--- src/rtl/ssx_pkg.sv ---
package ssx_pkg;

    typedef enum logic [1:0] {
        ST_IDLE = 2'd0,
        ST_WAIT = 2'd1,
        ST_LOAD = 2'd2,
        ST_EMIT = 2'd3
    } ssx_state_e;

endpackage

--- src/rtl/ssx_add_cells.sv ---
module ssx_add_cells #(
    parameter int CHAINS = 32,
    parameter int CHANS  = 8
) (
    input  logic [CHANS-1:0]  code,
    output logic [CHAINS-1:0] spread
);

    // Each slice bit is fed by the channel whose index equals the bit index
    // modulo the channel count: an even fan-out of every channel.
    for (genvar k = 0; k < CHAINS; k++) begin : g_cell
        assign spread[k] = code[k % CHANS];
    end

endmodule

--- src/rtl/ssx_slice_reg.sv ---
module ssx_slice_reg #(
    parameter int CHAINS = 32,
    parameter int CHANS  = 8
) (
    input  logic              clk,
    input  logic              rst,
    input  logic              do_shift,
    input  logic              do_add,
    input  logic [CHANS-1:0]  word,
    input  logic [CHAINS-1:0] spread,
    output logic [CHAINS-1:0] slice
);

    always_ff @(posedge clk) begin
        if (rst) begin
            slice <= '0;
        end else if (do_shift) begin
            // New word enters at the top and moves down one word per load.
            slice <= {word, slice[CHAINS-1:CHANS]};
        end else if (do_add) begin
            slice <= slice ^ spread;
        end
    end

endmodule

--- src/rtl/ssx_ctrl.sv ---
module ssx_ctrl
    import ssx_pkg::*;
#(
    parameter int WORDS = 4
) (
    input  logic       clk,
    input  logic       rst,
    input  logic       accept,
    input  logic       mode_in,
    output logic       do_shift,
    output logic       do_add,
    output logic       scan_en,
    output logic       chain_strobe,
    output logic       slice_valid,
    output ssx_state_e state
);

    localparam int CW = (WORDS > 1) ? $clog2(WORDS) : 1;
    localparam logic [CW-1:0] LAST = CW'(WORDS - 1);

    ssx_state_e    state_n;
    logic [CW-1:0] cnt, cnt_n;

    // State register.
    always_ff @(posedge clk) begin
        if (rst) begin
            state <= ST_IDLE;
            cnt   <= '0;
        end else begin
            state <= state_n;
            cnt   <= cnt_n;
        end
    end

    // Next state and datapath steering.
    always_comb begin
        state_n  = state;
        cnt_n    = cnt;
        do_shift = 1'b0;
        do_add   = 1'b0;
        unique case (state)
            ST_IDLE: begin
                if (accept) begin
                    do_shift = 1'b1;
                    cnt_n    = CW'(1);
                    state_n  = ST_LOAD;
                end
            end
            ST_WAIT, ST_EMIT: begin
                if (accept) begin
                    if (mode_in) begin
                        do_shift = 1'b1;
                        cnt_n    = CW'(1);
                        state_n  = ST_LOAD;
                    end else begin
                        do_add  = 1'b1;
                        state_n = ST_EMIT;
                    end
                end else begin
                    state_n = ST_WAIT;
                end
            end
            ST_LOAD: begin
                if (accept) begin
                    do_shift = 1'b1;
                    if (cnt == LAST) begin
                        cnt_n   = '0;
                        state_n = ST_EMIT;
                    end else begin
                        cnt_n = cnt + CW'(1);
                    end
                end
            end
            default: state_n = ST_IDLE;
        endcase
    end

    // Moore outputs towards the chains.
    always_comb begin
        scan_en      = 1'b1;
        chain_strobe = 1'b0;
        slice_valid  = 1'b0;
        unique case (state)
            ST_IDLE: scan_en = 1'b0;
            ST_WAIT, ST_LOAD: ;
            ST_EMIT: begin
                chain_strobe = 1'b1;
                slice_valid  = 1'b1;
            end
            default: scan_en = 1'b0;
        endcase
    end

endmodule

--- src/rtl/scan_slice_expander.sv ---
module scan_slice_expander
    import ssx_pkg::*;
#(
    parameter int CHAINS = 32,
    parameter int CHANS  = 8
) (
    input  logic              clk,
    input  logic              rst,
    input  logic              tester_valid,
    input  logic              mode_in,
    input  logic [CHANS-1:0]  chan_in,
    output logic              ready,
    output logic              scan_en,
    output logic              chain_strobe,
    output logic              slice_valid,
    output logic [CHAINS-1:0] slice_out
);

    localparam int WORDS = CHAINS / CHANS;

    ssx_state_e        fsm_state;
    logic              accept;
    logic              do_shift, do_add;
    logic [CHAINS-1:0] spread;

    always_ff @(posedge clk) begin
        if (rst) ready <= 1'b0;
        else     ready <= 1'b1;
    end

    assign accept = tester_valid && ready;

    ssx_ctrl #(.WORDS(WORDS)) u_ctrl (
        .clk          (clk),
        .rst          (rst),
        .accept       (accept),
        .mode_in      (mode_in),
        .do_shift     (do_shift),
        .do_add       (do_add),
        .scan_en      (scan_en),
        .chain_strobe (chain_strobe),
        .slice_valid  (slice_valid),
        .state        (fsm_state)
    );

    ssx_add_cells #(.CHAINS(CHAINS), .CHANS(CHANS)) u_add (
        .code   (chan_in),
        .spread (spread)
    );

    ssx_slice_reg #(.CHAINS(CHAINS), .CHANS(CHANS)) u_slice (
        .clk      (clk),
        .rst      (rst),
        .do_shift (do_shift),
        .do_add   (do_add),
        .word     (chan_in),
        .spread   (spread),
        .slice    (slice_out)
    );

endmodule

--- config.mk ---
export PLATFORM = sky130hd
export DESIGN_NAME = scan_slice_expander
export DESIGN_NICKNAME = d
export VERILOG_FILES = /design/src/rtl/ssx_pkg.sv /design/src/rtl/ssx_add_cells.sv /design/src/rtl/ssx_slice_reg.sv /design/src/rtl/ssx_ctrl.sv /design/src/rtl/scan_slice_expander.sv
export SDC_FILE = /design/constraint.sdc
export NUM_CORES = 1
export LEC_CHECK = 0
export BUFFER_PORTS_ARGS = -buffer_cell sky130_fd_sc_hd__buf_2
export CAP_MARGIN = 20
export CORE_MARGIN = 4
export CORE_UTILIZATION = 55
export CTS_CLUSTER_DIAMETER = 100
export DETAILED_ROUTE_END_ITERATION = 16
export GPL_TIMING_DRIVEN = 0
export PLACE_DENSITY = 0.88
export SETUP_SLACK_MARGIN = 0.4
export SLEW_MARGIN = 15
export SYNTH_ARGS = -nofsm -noshare
export SYNTH_HDL_FRONTEND = slang
export SYNTH_HIERARCHICAL = 1
export SYNTH_SLANG_ARGS = --single-unit
export TNS_END_PERCENT = 50
--- constraint.sdc ---
create_clock -name clk -period 1.9 [get_ports clk]
set_clock_uncertainty 0.05 [all_clocks]
set_input_delay 0.38 -clock clk [delete_from_list [all_inputs] [get_ports clk]]
set_output_delay 0.38 -clock clk [all_outputs]
set_load 0.01 [all_outputs]
==> flow_summary_export.csv <==
group,metric,value,unit
power_and_ir_drop,p_seq_share,42.8,%
global_route,grt_pass1_wl,9.98,mm
placement,place_congestion,0.766,
route,route.detailed.wl_per_inst,19.1,um
timing,clock.fmax,0.646,GHz
floorplanning,coreArea,4320,um2
worst_hold_path,hold_class,"in2reg",
synth,netlist_area,2450,um2
power_and_ir_drop,p_per_area,635,nW/um2
route,wirelength,6.67,mm
final_layout,stdcell_area,3200,um2
cts,clock_path_buffers,2,
critical_path,cp_slowest_cell,"dfxtp_4",
floorplanning,initial_core_util,56.8,%
worst_hold_path,hp-start,"rst",
outcome,status,"complete, no violations",
power_and_ir_drop,intPower,1.46,mW
timing,tns,0,ps
route,first_pass_iters,4,
timing,tightest_slew,939,ps
synth,syn_nets,252,
synth,yosysTopAreaCellShare,30.2,%
timing,setup-violations-final,0,
synth,ys_seq_area_share,30.2,%
synth,synth.area.top_cells,"dfxtp_1, a2111oi_2, and4b_1",
cts,cts_tree,"yes",
critical_path,cp.buffers_inverters,2,
synth,syn_area_per_cell,10.3,um2
cts,cts_sinks,37,
worst_hold_path,hold_depth,2,
critical_path,worstSetupPathType,"reg2reg",
global_route,track_usage,23.4,%
final_layout,layout_common_cells,"buf_2, buf_4, dfxtp_1, inv_1, and4b_1",
synth,async_flop_share,0,%
final_layout,fin_nets,309,
power_and_ir_drop,p_sw,0.576,mW
synth,synth_edf_count,0,
critical_path,crit_chain,"nand2b_2 -> and2_4 -> buf_12 -> buf_8 -> a211oi_1 -> a2111oi_2",
critical_path,cp_top_family,"flip-flops",
global_route,grt_max_degree,13,
critical_path,cp_max_fo,10,
power_and_ir_drop,p_total,2.03,mW
timing,rsz0062_at_grt,"yes",
critical_path,required,1980,ps
global_route,overflow,0,
critical_path,critical-path-max-stage-delay,370,ps
route,num_vias,2106,
synth,ys_seq_elements,37,
timing,hold_viol_final,0,
placement,dpl_worst_slack,89.3,ps
power_and_ir_drop,combPwrFrac,21.5,%
power_and_ir_drop,leakage,1.34,nW
timing,relSlewSlack,37.4,%
synth,yosysWarnings,6,
route,drtIter0Drc,139,
placement,place_area,2760,um2
timing,fin_ws,352,ps
synth,synthCells,239,
timing,final_max_slew_viol_count,0,
floorplanning,io_pins,48,
power_and_ir_drop,clockPowerShare,35.7,%
placement,portBuffers,47,
final_layout,area_growth,30.3,%
floorplanning,dieArea,5600,um2
final_layout,drive_above_1_share,57.2,%
critical_path,reg2reg_to,"u_slice/slice[13]",
floorplanning,fp.dieW,74.8,um
critical_path,regToRegSetupSlack,350,ps
cts,clk_pin_slew,80,ps
worst_hold_path,min_to,"ready",
cts,worstSkewPairLatency,300,ps
synth,yosysTopAreaCell,"dfxtp_1",
synth,synth_flop_cell,"dfxtp_1",
power_and_ir_drop,ir_worst_vdd,0.000439,V
final_layout,final_common_cell,"buf_2",
job,drv_cap,0,
final_layout,final_util,74.0,%
global_route,antenna_found_initial,0,
global_route,first_global_vias,2094,
route,ant_nets,0,
critical_path,worstPathArrival,1630,ps
synth,yosys.cell_types.count,26,
timing,period_needed,1550,ps
final_layout,n_antenna_cell,0,
critical_path,critPathCaptureType,"flop",
placement,hpwl,4.24,mm
critical_path,critPathLaunchType,"flop",
power_and_ir_drop,p_sw_share,28.3,%
critical_path,timing.rr.start,"u_ctrl/state[0]",
route,viasPerCell,6.03,
floorplanning,dieHeight,74.8,um
cts,cts_buffers,5,
route,post-route-drc-count,0,
final_layout,n_fill_cell,295,
critical_path,reg2regPathDepth,6,
timing,fin_crit_sh,81.5,%
cts,htreeDepth,2,
floorplanning,num_rows,24,
cts,root_buffer,"clkbuf_8",
-- flip-flops by register name (all words and copies together) (netlist names) --
name and count:
ready 1, u_ctrl/cnt 2, u_ctrl/state 2, u_slice/slice 32
-- cells in the mapped netlist, types with 2 or more instances --
library cell / count
a211oi_1: 24
and4b_1: 32
a2111oi_2: 32
buf_2: 7
inv_1: 34
dfxtp_1: 37
buf_1: 3
clkbuf_1: 2
a211oi_2: 9
nor2_1: 4
buf_6: 4
buf_4: 36
and2_1: 2
-- layer usage --
metal  vias up  GRT usage (%)  wire (um)  share of wire, %
li1        985              -          -                 -
met1      1053           30.1       2810                42
met2        62           40.4       3510                53
met3         6           4.81        307               4.6
met4         0           5.34         34              0.51
met5         -              0          0                 0
-- per-stage QoR --
| step | cells | hold slack (ps) |
|---|---|---|
| 4_1_cts | 348 | 301 |
| 3_3_place_gp | 338 | 418 |
| 3_5_place_dp | 338 | 441 |
| 5_1_grt | 349 | 321 |
| 6_report | 349 | 307 |
| 2_1_floorplan | 239 | 387 |
-- power groups by stage --
stage | combinational (mW) | sequential, mW | clock, mW
2_1_floorplan | 0.250 | 0.897 | 0
3_3_place_gp | 0.370 | 0.882 | 0
3_5_place_dp | 0.381 | 0.884 | 0
4_1_cts | 0.391 | 0.867 | 0.734
5_1_grt | 0.465 | 0.876 | 0.773
6_report | 0.437 | 0.869 | 0.726
-- timing repair --
item	4_1_cts	5_1_grt
pin swaps	1	18
endpoints found under the hold margin	0	0
hold buffers	0	0
setup buffers	1	1
gates resized for setup	26	41
setup endpoints to repair	33	34
gates cloned	1	0
-- logic make-up (layout without fill, tap and decap cells) --
group	after synthesis	count (layout)	share of synthesized area [%]
buf+inv	87	145	20.4
compound gates	68	68	32.4
simple gates	45	45	16.1
flops	37	37	30.2
fa+ha+maj	1	1	0.510
mux	1	1	0.408
-- area by class of cell --
cell class | count | area, um2 | area share (%)
repair buffers | 50 | 262 | 8.17
flip-flops and latches | 37 | 746 | 23.3
clock inverters | 2 | 37.5 | 1.17
clock buffers | 6 | 82.6 | 2.58
multi-input cells | 115 | 1380 | 43.0
well taps | 52 | 65.1 | 2.03
inverters | 34 | 128 | 3.99
plain buffers | 53 | 504 | 15.8
-- worst max-delay path by stage --
stage                     from                end  cells past startpoint
2_1_floorplan            ready  u_slice/slice[30]                      7
3_3_place_gp           mode_in   u_slice/slice[5]                      7
3_5_place_dp           mode_in   u_slice/slice[3]                      7
4_1_cts                  ready  u_slice/slice[30]                      7
5_1_grt        u_ctrl/state[0]  u_slice/slice[21]                      5
6_report       u_ctrl/state[0]  u_slice/slice[13]                      6
-- worst register-to-register path, delay by kind of cell, from the launching register on --
kind,cells,cell delay (ps)
flops,1,370
compound gates,2,350
simple gates,2,310
buf+inv,2,310
Note: power is estimated with default switching activity, not from simulation.
